**config.mk**
```make
export PLATFORM = sky130hd
export DESIGN_NAME = mux_gpio_port
export DESIGN_NICKNAME = d
export VERILOG_FILES = /design/src/rtl/gp_port_pkg.sv /design/src/rtl/gp_mode_fsm.sv /design/src/rtl/gp_sync.sv /design/src/rtl/gp_regs.sv /design/src/rtl/gp_pinmux.sv /design/src/rtl/mux_gpio_port.sv
export SDC_FILE = /design/constraint.sdc
export NUM_CORES = 1
export LEC_CHECK = 0
export BUFFER_PORTS_ARGS = -buffer_cell sky130_fd_sc_hd__buf_2
export CAP_MARGIN = 20
export CORE_MARGIN = 10
export CORE_UTILIZATION = 46
export DETAILED_ROUTE_END_ITERATION = 12
export GPL_TIMING_DRIVEN = 0
export MAX_ROUTING_LAYER = met4
export PLACE_DENSITY_LB_ADDON = 0.12
export SLEW_MARGIN = 40
export SYNTH_ARGS = -nofsm -noshare
export SYNTH_HDL_FRONTEND = slang
export SYNTH_SLANG_ARGS = --single-unit
```
**constraint.sdc**
```tcl
create_clock -name clk -period 2.3 [get_ports clk]
set_clock_uncertainty 0.2 [all_clocks]
set_input_delay 0.115 -clock clk [delete_from_list [all_inputs] [get_ports clk]]
set_output_delay 0.115 -clock clk [all_outputs]
set_load 0.005 [all_outputs]
```
**src/rtl/gp_port_pkg.sv**
```systemverilog
package gp_port_pkg;
    typedef enum logic [1:0] {
        ST_RUN   = 2'd0,
        ST_MRST  = 2'd1,
        ST_SSTBY = 2'd2,
        ST_HSTBY = 2'd3
    } gp_mode_e;

    localparam logic [15:0] OFS_DIR = 16'hFEB4;
    localparam logic [15:0] OFS_DAT = 16'hFF64;
    localparam logic [15:0] OFS_PIN = 16'hFF54;
endpackage

```
**src/rtl/gp_mode_fsm.sv**
```systemverilog
module gp_mode_fsm
    import gp_port_pkg::*;
(
    input  logic     clk,
    input  logic     por_n,
    input  logic     hw_stby,
    input  logic     manual_rst,
    input  logic     sw_stby,
    output gp_mode_e mode,
    output logic     clr_dir,
    output logic     clr_dat,
    output logic     wr_ok,
    output logic     ovr_ok
);
    gp_mode_e mode_nx;

    // Requests are taken by fixed priority from any state.
    always_comb begin
        mode_nx = mode;
        unique case (mode)
            ST_RUN, ST_SSTBY, ST_MRST, ST_HSTBY: begin
                if (hw_stby)         mode_nx = ST_HSTBY;
                else if (manual_rst) mode_nx = ST_MRST;
                else if (sw_stby)    mode_nx = ST_SSTBY;
                else                 mode_nx = ST_RUN;
            end
        endcase
    end

    always_ff @(posedge clk or negedge por_n) begin
        if (!por_n) mode <= ST_RUN;
        else        mode <= mode_nx;
    end

    always_comb begin
        clr_dir = 1'b0;
        clr_dat = 1'b0;
        wr_ok   = 1'b0;
        ovr_ok  = 1'b0;
        unique case (mode)
            ST_RUN:   begin wr_ok = 1'b1; ovr_ok = 1'b1; end
            ST_SSTBY: ;
            ST_MRST:  clr_dat = 1'b1;
            ST_HSTBY: begin clr_dir = 1'b1; clr_dat = 1'b1; end
        endcase
    end
endmodule

```
**src/rtl/gp_sync.sv**
```systemverilog
module gp_sync #(
    parameter int NPIN   = 4,
    parameter int STAGES = 2
) (
    input  logic            clk,
    input  logic            por_n,
    input  logic [NPIN-1:0] d,
    output logic [NPIN-1:0] q
);
    logic [NPIN-1:0] chain [STAGES];

    always_ff @(posedge clk or negedge por_n) begin
        if (!por_n) begin
            for (int i = 0; i < STAGES; i++) chain[i] <= '0;
        end else begin
            chain[0] <= d;
            for (int i = 1; i < STAGES; i++) chain[i] <= chain[i-1];
        end
    end

    assign q = chain[STAGES-1];
endmodule

```
**src/rtl/gp_regs.sv**
```systemverilog
module gp_regs #(
    parameter int          NPIN    = 4,
    parameter int          DW      = 8,
    parameter int          AW      = 16,
    parameter logic [AW-1:0] A_DIR = 16'hFEB4,
    parameter logic [AW-1:0] A_DAT = 16'hFF64,
    parameter logic [AW-1:0] A_PIN = 16'hFF54
) (
    input  logic            clk,
    input  logic            por_n,
    input  logic            clr_dir,
    input  logic            clr_dat,
    input  logic            wr_ok,
    input  logic            bus_sel,
    input  logic            bus_wr,
    input  logic [AW-1:0]   bus_addr,
    input  logic [DW-1:0]   bus_wdata,
    input  logic [NPIN-1:0] pin_sync,
    output logic [DW-1:0]   bus_rdata,
    output logic [NPIN-1:0] dir_q,
    output logic [NPIN-1:0] dat_q
);
    localparam int RSV = DW - NPIN;
    localparam logic [RSV-1:0] RSV_ONES = '1;

    logic wr_en;
    logic [NPIN-1:0] pin_view;

    assign wr_en    = wr_ok && bus_sel && bus_wr;
    assign pin_view = (dir_q & dat_q) | (~dir_q & pin_sync);

    always_ff @(posedge clk or negedge por_n) begin
        if (!por_n) begin
            dir_q <= '0;
            dat_q <= '0;
        end else begin
            if (clr_dir)                          dir_q <= '0;
            else if (wr_en && bus_addr == A_DIR)  dir_q <= bus_wdata[NPIN-1:0];
            if (clr_dat)                          dat_q <= '0;
            else if (wr_en && bus_addr == A_DAT)  dat_q <= bus_wdata[NPIN-1:0];
        end
    end

    always_comb begin
        if (bus_addr == A_DAT)      bus_rdata = {RSV_ONES, dat_q};
        else if (bus_addr == A_PIN) bus_rdata = {RSV_ONES, pin_view};
        else                        bus_rdata = '1;
    end
endmodule

```
**src/rtl/gp_pinmux.sv**
```systemverilog
module gp_pinmux #(
    parameter int NPIN    = 4,
    parameter int TX_PIN  = 0,
    parameter int CLK_PIN = 2
) (
    input  logic            ovr_ok,
    input  logic            hstby,
    input  logic [NPIN-1:0] dir_q,
    input  logic [NPIN-1:0] dat_q,
    input  logic            sci_tx_en,
    input  logic            sci_txd,
    input  logic            sci_clk_oe,
    input  logic            sci_clk_out,
    output logic [NPIN-1:0] pin_out,
    output logic [NPIN-1:0] pin_oe
);
    for (genvar p = 0; p < NPIN; p++) begin : g_pin
        if (p == TX_PIN) begin : g_tx
            assign pin_oe[p]  = !hstby && ((ovr_ok && sci_tx_en) || dir_q[p]);
            assign pin_out[p] = (ovr_ok && sci_tx_en) ? sci_txd : dat_q[p];
        end else if (p == CLK_PIN) begin : g_ck
            assign pin_oe[p]  = !hstby && ((ovr_ok && sci_clk_oe) || dir_q[p]);
            assign pin_out[p] = (ovr_ok && sci_clk_oe) ? sci_clk_out : dat_q[p];
        end else begin : g_gp
            assign pin_oe[p]  = !hstby && dir_q[p];
            assign pin_out[p] = dat_q[p];
        end
    end
endmodule

```
**src/rtl/mux_gpio_port.sv**
```systemverilog
module mux_gpio_port
    import gp_port_pkg::*;
#(
    parameter int              NPIN     = 4,
    parameter int              DW       = 8,
    parameter int              AW       = 16,
    parameter int              SYNC_STG = 2,
    parameter logic [AW-1:0]   A_DIR    = OFS_DIR,
    parameter logic [AW-1:0]   A_DAT    = OFS_DAT,
    parameter logic [AW-1:0]   A_PIN    = OFS_PIN
) (
    input  logic            clk,
    input  logic            por_n,
    input  logic            manual_rst,
    input  logic            sw_stby,
    input  logic            hw_stby,
    input  logic            bus_sel,
    input  logic            bus_wr,
    input  logic [AW-1:0]   bus_addr,
    input  logic [DW-1:0]   bus_wdata,
    output logic [DW-1:0]   bus_rdata,
    input  logic [NPIN-1:0] pin_in,
    output logic [NPIN-1:0] pin_out,
    output logic [NPIN-1:0] pin_oe,
    input  logic            sci_tx_en,
    input  logic            sci_txd,
    input  logic            sci_clk_oe,
    input  logic            sci_clk_out,
    output logic            sci_rxd,
    output logic            sci_clk_in,
    output logic            conv_trig
);
    localparam int RX_PIN = 1, CLK_PIN = 2, TRG_PIN = 3, TX_PIN = 0;

    gp_mode_e        mode;
    logic            clr_dir, clr_dat, wr_ok, ovr_ok;
    logic [NPIN-1:0] dir_q, dat_q, pin_sync;

    gp_mode_fsm u_fsm (
        .clk(clk), .por_n(por_n), .hw_stby(hw_stby), .manual_rst(manual_rst),
        .sw_stby(sw_stby), .mode(mode), .clr_dir(clr_dir), .clr_dat(clr_dat),
        .wr_ok(wr_ok), .ovr_ok(ovr_ok)
    );

    gp_sync #(.NPIN(NPIN), .STAGES(SYNC_STG)) u_sync (
        .clk(clk), .por_n(por_n), .d(pin_in), .q(pin_sync)
    );

    gp_regs #(.NPIN(NPIN), .DW(DW), .AW(AW), .A_DIR(A_DIR), .A_DAT(A_DAT), .A_PIN(A_PIN)) u_regs (
        .clk(clk), .por_n(por_n), .clr_dir(clr_dir), .clr_dat(clr_dat), .wr_ok(wr_ok),
        .bus_sel(bus_sel), .bus_wr(bus_wr), .bus_addr(bus_addr), .bus_wdata(bus_wdata),
        .pin_sync(pin_sync), .bus_rdata(bus_rdata), .dir_q(dir_q), .dat_q(dat_q)
    );

    gp_pinmux #(.NPIN(NPIN), .TX_PIN(TX_PIN), .CLK_PIN(CLK_PIN)) u_mux (
        .ovr_ok(ovr_ok), .hstby(mode == ST_HSTBY), .dir_q(dir_q), .dat_q(dat_q),
        .sci_tx_en(sci_tx_en), .sci_txd(sci_txd), .sci_clk_oe(sci_clk_oe),
        .sci_clk_out(sci_clk_out), .pin_out(pin_out), .pin_oe(pin_oe)
    );

    assign sci_rxd    = pin_sync[RX_PIN];
    assign sci_clk_in = pin_sync[CLK_PIN];
    assign conv_trig  = pin_sync[TRG_PIN];
endmodule

```
==> metrics, run 1 <==
vias 919; max-cap violation count 0; Leak between 0.6 and 0.7 nW; residual DRC count 0; GPL Wtd Cong roughly 0.87; post-synthesis sequential area ratio about 45%; Levels on crit path 4; GRT overflow 0; CP max stage cell dfrtp_1; # IOs 58; CTS-repair resized insts 0; antenna violations before repair 0; Post-Route WL 2803 µm; Pre-antenna DRT Iters 4; DRC marker count from the first detailed-route iteration 23; fin crit period approximately 1.9 ns; R2R depth 4; total track usage about an eighth; CTS Buf Count 3; CP top delay family flip-flops; ys flop type dfrtp_1; unrepaired setup endpoints after global routing no; Area Growth Syn to Fin 44.96%; pre-CTS setup slack approximately 0.66 ns; Clk pin slew, worst setup/hold paths around 0.11 ns; CTS tree built; final hold violations 0; Final TNS setup 0 ns; die area around 4400 µm²; H-tree Lvls 1; Max rail drop VDD approximately 0.00034 V; Core Box Area approximately 2000 µm²; I/O Buffers 49; largest net degree at the start of global routing 19; clock buffer depth 2; first-pass GRT wire length 4409 µm; Data arrival, critical path roughly 1.6 ns; post-synthesis cell type count 32; WL/cell 14.68 µm; number of flops mapped to enable cells by yosys 0; num rows 16; ys async rst share 100.0%; min setup slack post-route between 0.4 and 0.5 ns; dpl hpwl ~2300 µm; Cell Pwr Density 424.8 nW/µm²; worst-path cell chain nor2_1 -> nand2_1 -> mux2_2 -> buf_2; Mapped Area about 990 µm²; Hold Path Class in -> async; Post-Synthesis Cells 96; Die W approximately 66 µm; Placed Area 1284 µm²; Initial Util around 50%; CTS sink cnt 18; root buffer cell clkbuf_4; yosys synthesis warning count 0; worst path required time about 2.0 ns; design area about 1400 µm²; ANT nets after route 0; fin nets between 200 and 250; Final Max Tran Viols 0; WS Path Type reg -> out; vias in the first global route roughly 1000; Critical Path Max Stage Delay roughly 0.47 ns; number of synthesized register bits 18; CP endpoint kind output port; Setup Viol. Count Final 0; CP startpoint kind flip-flop; Die Y 66.47 µm; Setup Fix Bufs, Post-CTS 0; worst skew pair latency roughly 0.28 ns; Ant. Diodes 0; outcome finished clean; Crit Path Max Fanout 8; Avg Synthesized Cell Area ~10 µm²; Fmax ~0.54 GHz; share of post-route cells with drive strength above 1 45.12%; Via density ~4.8; Tcrit/Tclk final 80.95%; Worst Path Buf+Inv 1
-- cell families (layout without fill, tap and decap cells) --
| kind of cell | count (synthesis) | after routing | share of synthesized area, % |
|---|---|---|---|
| AOI/OAI and AO/OA | 23 | 23 | 14.11 |
| xor gates and xnor gates | 1 | 1 | 0.8818 |
| buffers and inverters | 13 | 78 | 7.179 |
| DFF | 18 | 18 | 45.34 |
| muxes | 5 | 5 | 7.179 |
| other | 1 | 4 | 0.3775 |
| and+or+nand+nor | 35 | 35 | 24.94 |
-- cells in the mapped netlist (2+ instances only) --
master | n | area share, %
a21oi_1 | 9 | 4.5
a311oi_1 | 2 | 1.8
and2_1 | 2 | 1.3
and4_4 | 2 | 2.3
buf_4 | 6 | 4.5
dfrtp_1 | 18 | 45
inv_1 | 7 | 2.6
mux2_4 | 4 | 6.0
nand2_1 | 4 | 1.5
nand2b_1 | 2 | 1.3
nand3_1 | 5 | 2.5
nor2_1 | 8 | 3.0
o21ai_0 | 7 | 3.5
o221ai_1 | 2 | 1.8
-- routing by layer --
metal	up-vias	part of all wire (%)	global-route usage, %
li1	469	-	-
met1	417	38	12.06
met2	31	53	24.40
met3	2	7.8	4.515
met4	0	0.46	3.403
met5	-	0	-
-- layout make-up --
| class | instances | area [µm²] |
|---|---|---|
| Buffer | 6 | 45.04 |
| Clock buffer | 4 | 36.28 |
| Tap cell | 27 | 33.78 |
| Inverter | 7 | 26.28 |
| Timing Repair Buffer | 61 | 365.4 |
| Multi-Input combinational cell | 68 | 483.0 |
| Sequential cell | 18 | 450.4 |
| Fill cell | 149 | 561.8 |
-- path summary, 6_finish.rpt --
kind / startpoint / end / slack (ns)
min in group clk: bus_addr[5] / u_regs.dir_q[2] / 0.10
worst max register to register: u_fsm.mode[0] / u_regs.dir_q[0] / 0.66
worst min register to register: u_sync.chain[6] / u_sync.q[2] / 0.13
max in group asynchronous: por_n / u_sync.chain[5] / 1.54
worst max-delay path: u_fsm.mode[0] / pin_out[0] / 0.44
worst min-delay path: por_n / u_regs.dat_q[1] / 0.06
-- placed cells by master (no fill, tap or decap), types with 2 or more instances in the layout --
master and instances:
nand2_1 4, dfrtp_1 18, buf_4 6, nor2_1 8
mux2_4 4, and2_1 2, o221ai_1 2, nand2b_1 2
clkbuf_4 3, a311oi_1 2, buf_2 49, conb_1 4
dlygate4sd3_1 12, inv_1 7, and4_4 2, a21oi_1 9
o21ai_0 7, nand3_1 5
-- state kept, by name, summed over array words and instances (netlist names) --
signal,flops
u_fsm.mode,2
u_regs.dat_q,4
u_regs.dir_q,4
u_sync.chain,4
u_sync.q,4
-- where the power goes --
| group | switching [W] | leakage [nW] | total (W) | internal (W) |
|---|---|---|---|---|
| Clock | 0.0000984 | 0.0210 | 0.000195 | 0.0000964 |
| Sequential | 0.00000537 | 0.226 | 0.000331 | 0.000325 |
| Combinational | 0.0000357 | 0.442 | 0.0000862 | 0.0000505 |
| Total | 0.000140 | 0.689 | 0.000612 | 0.000472 |
-- what timing repair did --
item	4_1_cts	5_1_grt
hold endpoints to repair	32	0
endpoints found under the setup margin	0	0
hold buffers	12	0
-- through the flow --
| stage | hold slack [ns] | total power, W | cells | utilization, % |
|---|---|---|---|---|
| after floorplan | -0.3806 | 0.0003596 | 99 | - |
| after global placement | -0.1427 | 0.0004044 | 175 | 64.13 |
| after detailed placement | -0.1418 | 0.0004070 | 175 | 64.13 |
| after CTS | 0.06114 | 0.0006180 | 191 | 71.94 |
| after global routing | 0.09339 | 0.0006386 | 191 | 71.94 |
| final | 0.05568 | 0.0006117 | 191 | 71.94 |
(Power assumes the default switching activity.)
==> inputs of run 2 (changes only) <==
--- a/config.mk
+++ b/config.mk
@@ -8,7 +8,7 @@
 export BUFFER_PORTS_ARGS = -buffer_cell sky130_fd_sc_hd__buf_2
 export CAP_MARGIN = 20
 export CORE_MARGIN = 10
-export CORE_UTILIZATION = 46
+export CORE_UTILIZATION = 43
 export DETAILED_ROUTE_END_ITERATION = 12
 export GPL_TIMING_DRIVEN = 0
 export MAX_ROUTING_LAYER = met4
==> constraint.sdc (replaced) <==
create_clock -name clk -period 1.86 [get_ports clk]
set_clock_uncertainty 0.2 [all_clocks]
set_input_delay 0.093 -clock clk [delete_from_list [all_inputs] [get_ports clk]]
set_output_delay 0.093 -clock clk [all_outputs]
set_load 0.005 [all_outputs]
==> metrics, run 2 (synthesis results as in run 1) <==
Crit Path Max Fanout 8; WS Path Type reg -> out; Data arrival, critical path around 1.4 ns; # IOs slightly below 60; r2r setup slk about 0.24 ns; Fmax ~0.58 GHz; H-tree Lvls 1; Cell Pwr Density roughly 520 nW/µm²; Via density approximately 5; Worst Setup EP pin_oe[0]; CP Launch Point u_fsm.mode[0]; largest net degree at the start of global routing 19; residual DRC count 0; CTS tree built; Logic pwr share ~14%; WL/cell between 10 and 15 µm; Area Growth Syn to Fin 45.97%; vias between 900 and 1000; sw frac between 20% and 30%; FF-to-FF End u_regs.dir_q[0]; GRT overflow 0; unrepaired setup endpoints after global routing no; Die Y a little under 70 µm; Core Box Area ~2200 µm²; vias in the first global route approximately 1000; CP startpoint kind flip-flop; worst path required time between 1.5 and 2 ns; Ant. Diodes 0; Leak around 0.7 nW; CP endpoint kind output port; total track usage between 10% and 20%; share of post-route cells with drive strength above 1 ~46%; Post-Route WL around 2800 µm; Initial Util 44.91%; worst skew pair latency ~0.3 ns; R2R depth 4; ANT nets after route 0; first-pass GRT wire length 4533 µm; I/O Buffers between 40 and 50; CTS sink cnt 18; Hold Path Class in -> async; root buffer cell clkbuf_4; clock share of power about a third; Die W ~70 µm; commonest cells after routing, fill and taps aside buf_2, dfrtp_1, dlygate4sd3_1; Max rail drop VDD about 0.00054 V; antenna violations before repair 0; Setup Viol. Count Final 0; Tcrit/Tclk final 93.03%; RR Startpoint u_fsm.mode[0]; max-cap violation count 0; DRC marker count from the first detailed-route iteration 29; Clk pin slew, worst setup/hold paths around 0.11 ns; Final Max Tran Viols 0; most common cell after layout, fill and taps aside buf_2; die area about 4600 µm²; net switching power between 0.00015 and 0.0002 W; GPL Wtd Cong roughly 0.9; CTS Buf Count 3; clock buffer depth 2; Final TNS setup 0 ns; pre-CTS setup slack 0.2733 ns; share of total power in sequential cells between 50% and 60%; Pre-antenna DRT Iters 4; num rows 17; fin nets between 200 and 250; dpl hpwl about 2300 µm; outcome finished clean; min setup slack post-route approximately 0.13 ns; Pint 0.0005846 W; final hold violations 0; fin crit period roughly 1.7 ns
==> run 2: layout make-up <==
| type | instances | area, µm² |
|---|---|---|
| Sequential cell | 18 | 451.7 |
| Buffer | 6 | 45.04 |
| Timing Repair Buffer | 61 | 365.4 |
| Clock buffer | 4 | 36.28 |
| Multi-Input combinational cell | 68 | 490.5 |
| Tap cell | 28 | 35.03 |
| Fill cell | 201 | 762.0 |
| Inverter | 7 | 26.28 |
==> run 2: timing repair <==
| item | 4_1_cts | 5_1_grt |
|---|---|---|
| gates resized for setup | 1 | 2 |
| hold buffers | 12 | 0 |
| pin swaps | 0 | 0 |
| endpoints found under the setup margin | 1 | 1 |
| hold endpoints to repair | 32 | 0 |
| setup buffers | 0 | 0 |
==> run 2: per-stage QoR <==
step                cell area (µm²)  total power [W]  utilization [%]  hold WS (ns)  cells
finish                         1450        0.0007592            65.55       0.03227    192
global route                   1450        0.0008031            65.55       0.05655    192
CTS                            1444        0.0007684            65.27       0.03968    192
detailed placement             1285        0.0005041            58.09       -0.1613    176
global placement               1285        0.0005019            58.09       -0.1632    176
floorplan                      1005        0.0004446                -       -0.4026     99
==> run 2: critical path, stage by stage, from the launching register on <==
cell     delay (ns)
dfrtp_2        0.48
and2_0         0.27
o21ai_0        0.24
buf_2          0.15
==> run 2: how the worst min path moves through the flow <==
stage                       to  slack, ns  cells past startpoint
2_1_floorplan    u_fsm.mode[0]      -0.40                      0
3_3_place_gp   u_regs.dat_q[1]      -0.16                      1
3_5_place_dp   u_regs.dat_q[1]      -0.16                      1
4_1_cts        u_regs.dat_q[1]       0.04                      2
5_1_grt        u_regs.dat_q[1]       0.06                      2
6_report       u_regs.dat_q[0]       0.03                      2
==> run 2: power by group through the flow <==
stage | combinational (W) | sequential, W | clock (W)
2_1_floorplan | 0.0000291 | 0.000416 | 0
3_3_place_gp | 0.0000847 | 0.000417 | 0
3_5_place_dp | 0.0000871 | 0.000417 | 0
4_1_cts | 0.000107 | 0.000410 | 0.000252
5_1_grt | 0.000119 | 0.000413 | 0.000271
6_report | 0.000107 | 0.000411 | 0.000241
==> run 2: routing by layer <==
metal | GRT usage [%] | up-vias | routed length (µm)
met4 | 2.261 | 0 | 10
met5 | - | - | 0
met1 | 14.16 | 437 | 1053
li1 | - | 471 | -
met3 | 3.915 | 2 | 196
met2 | 22.33 | 28 | 1489
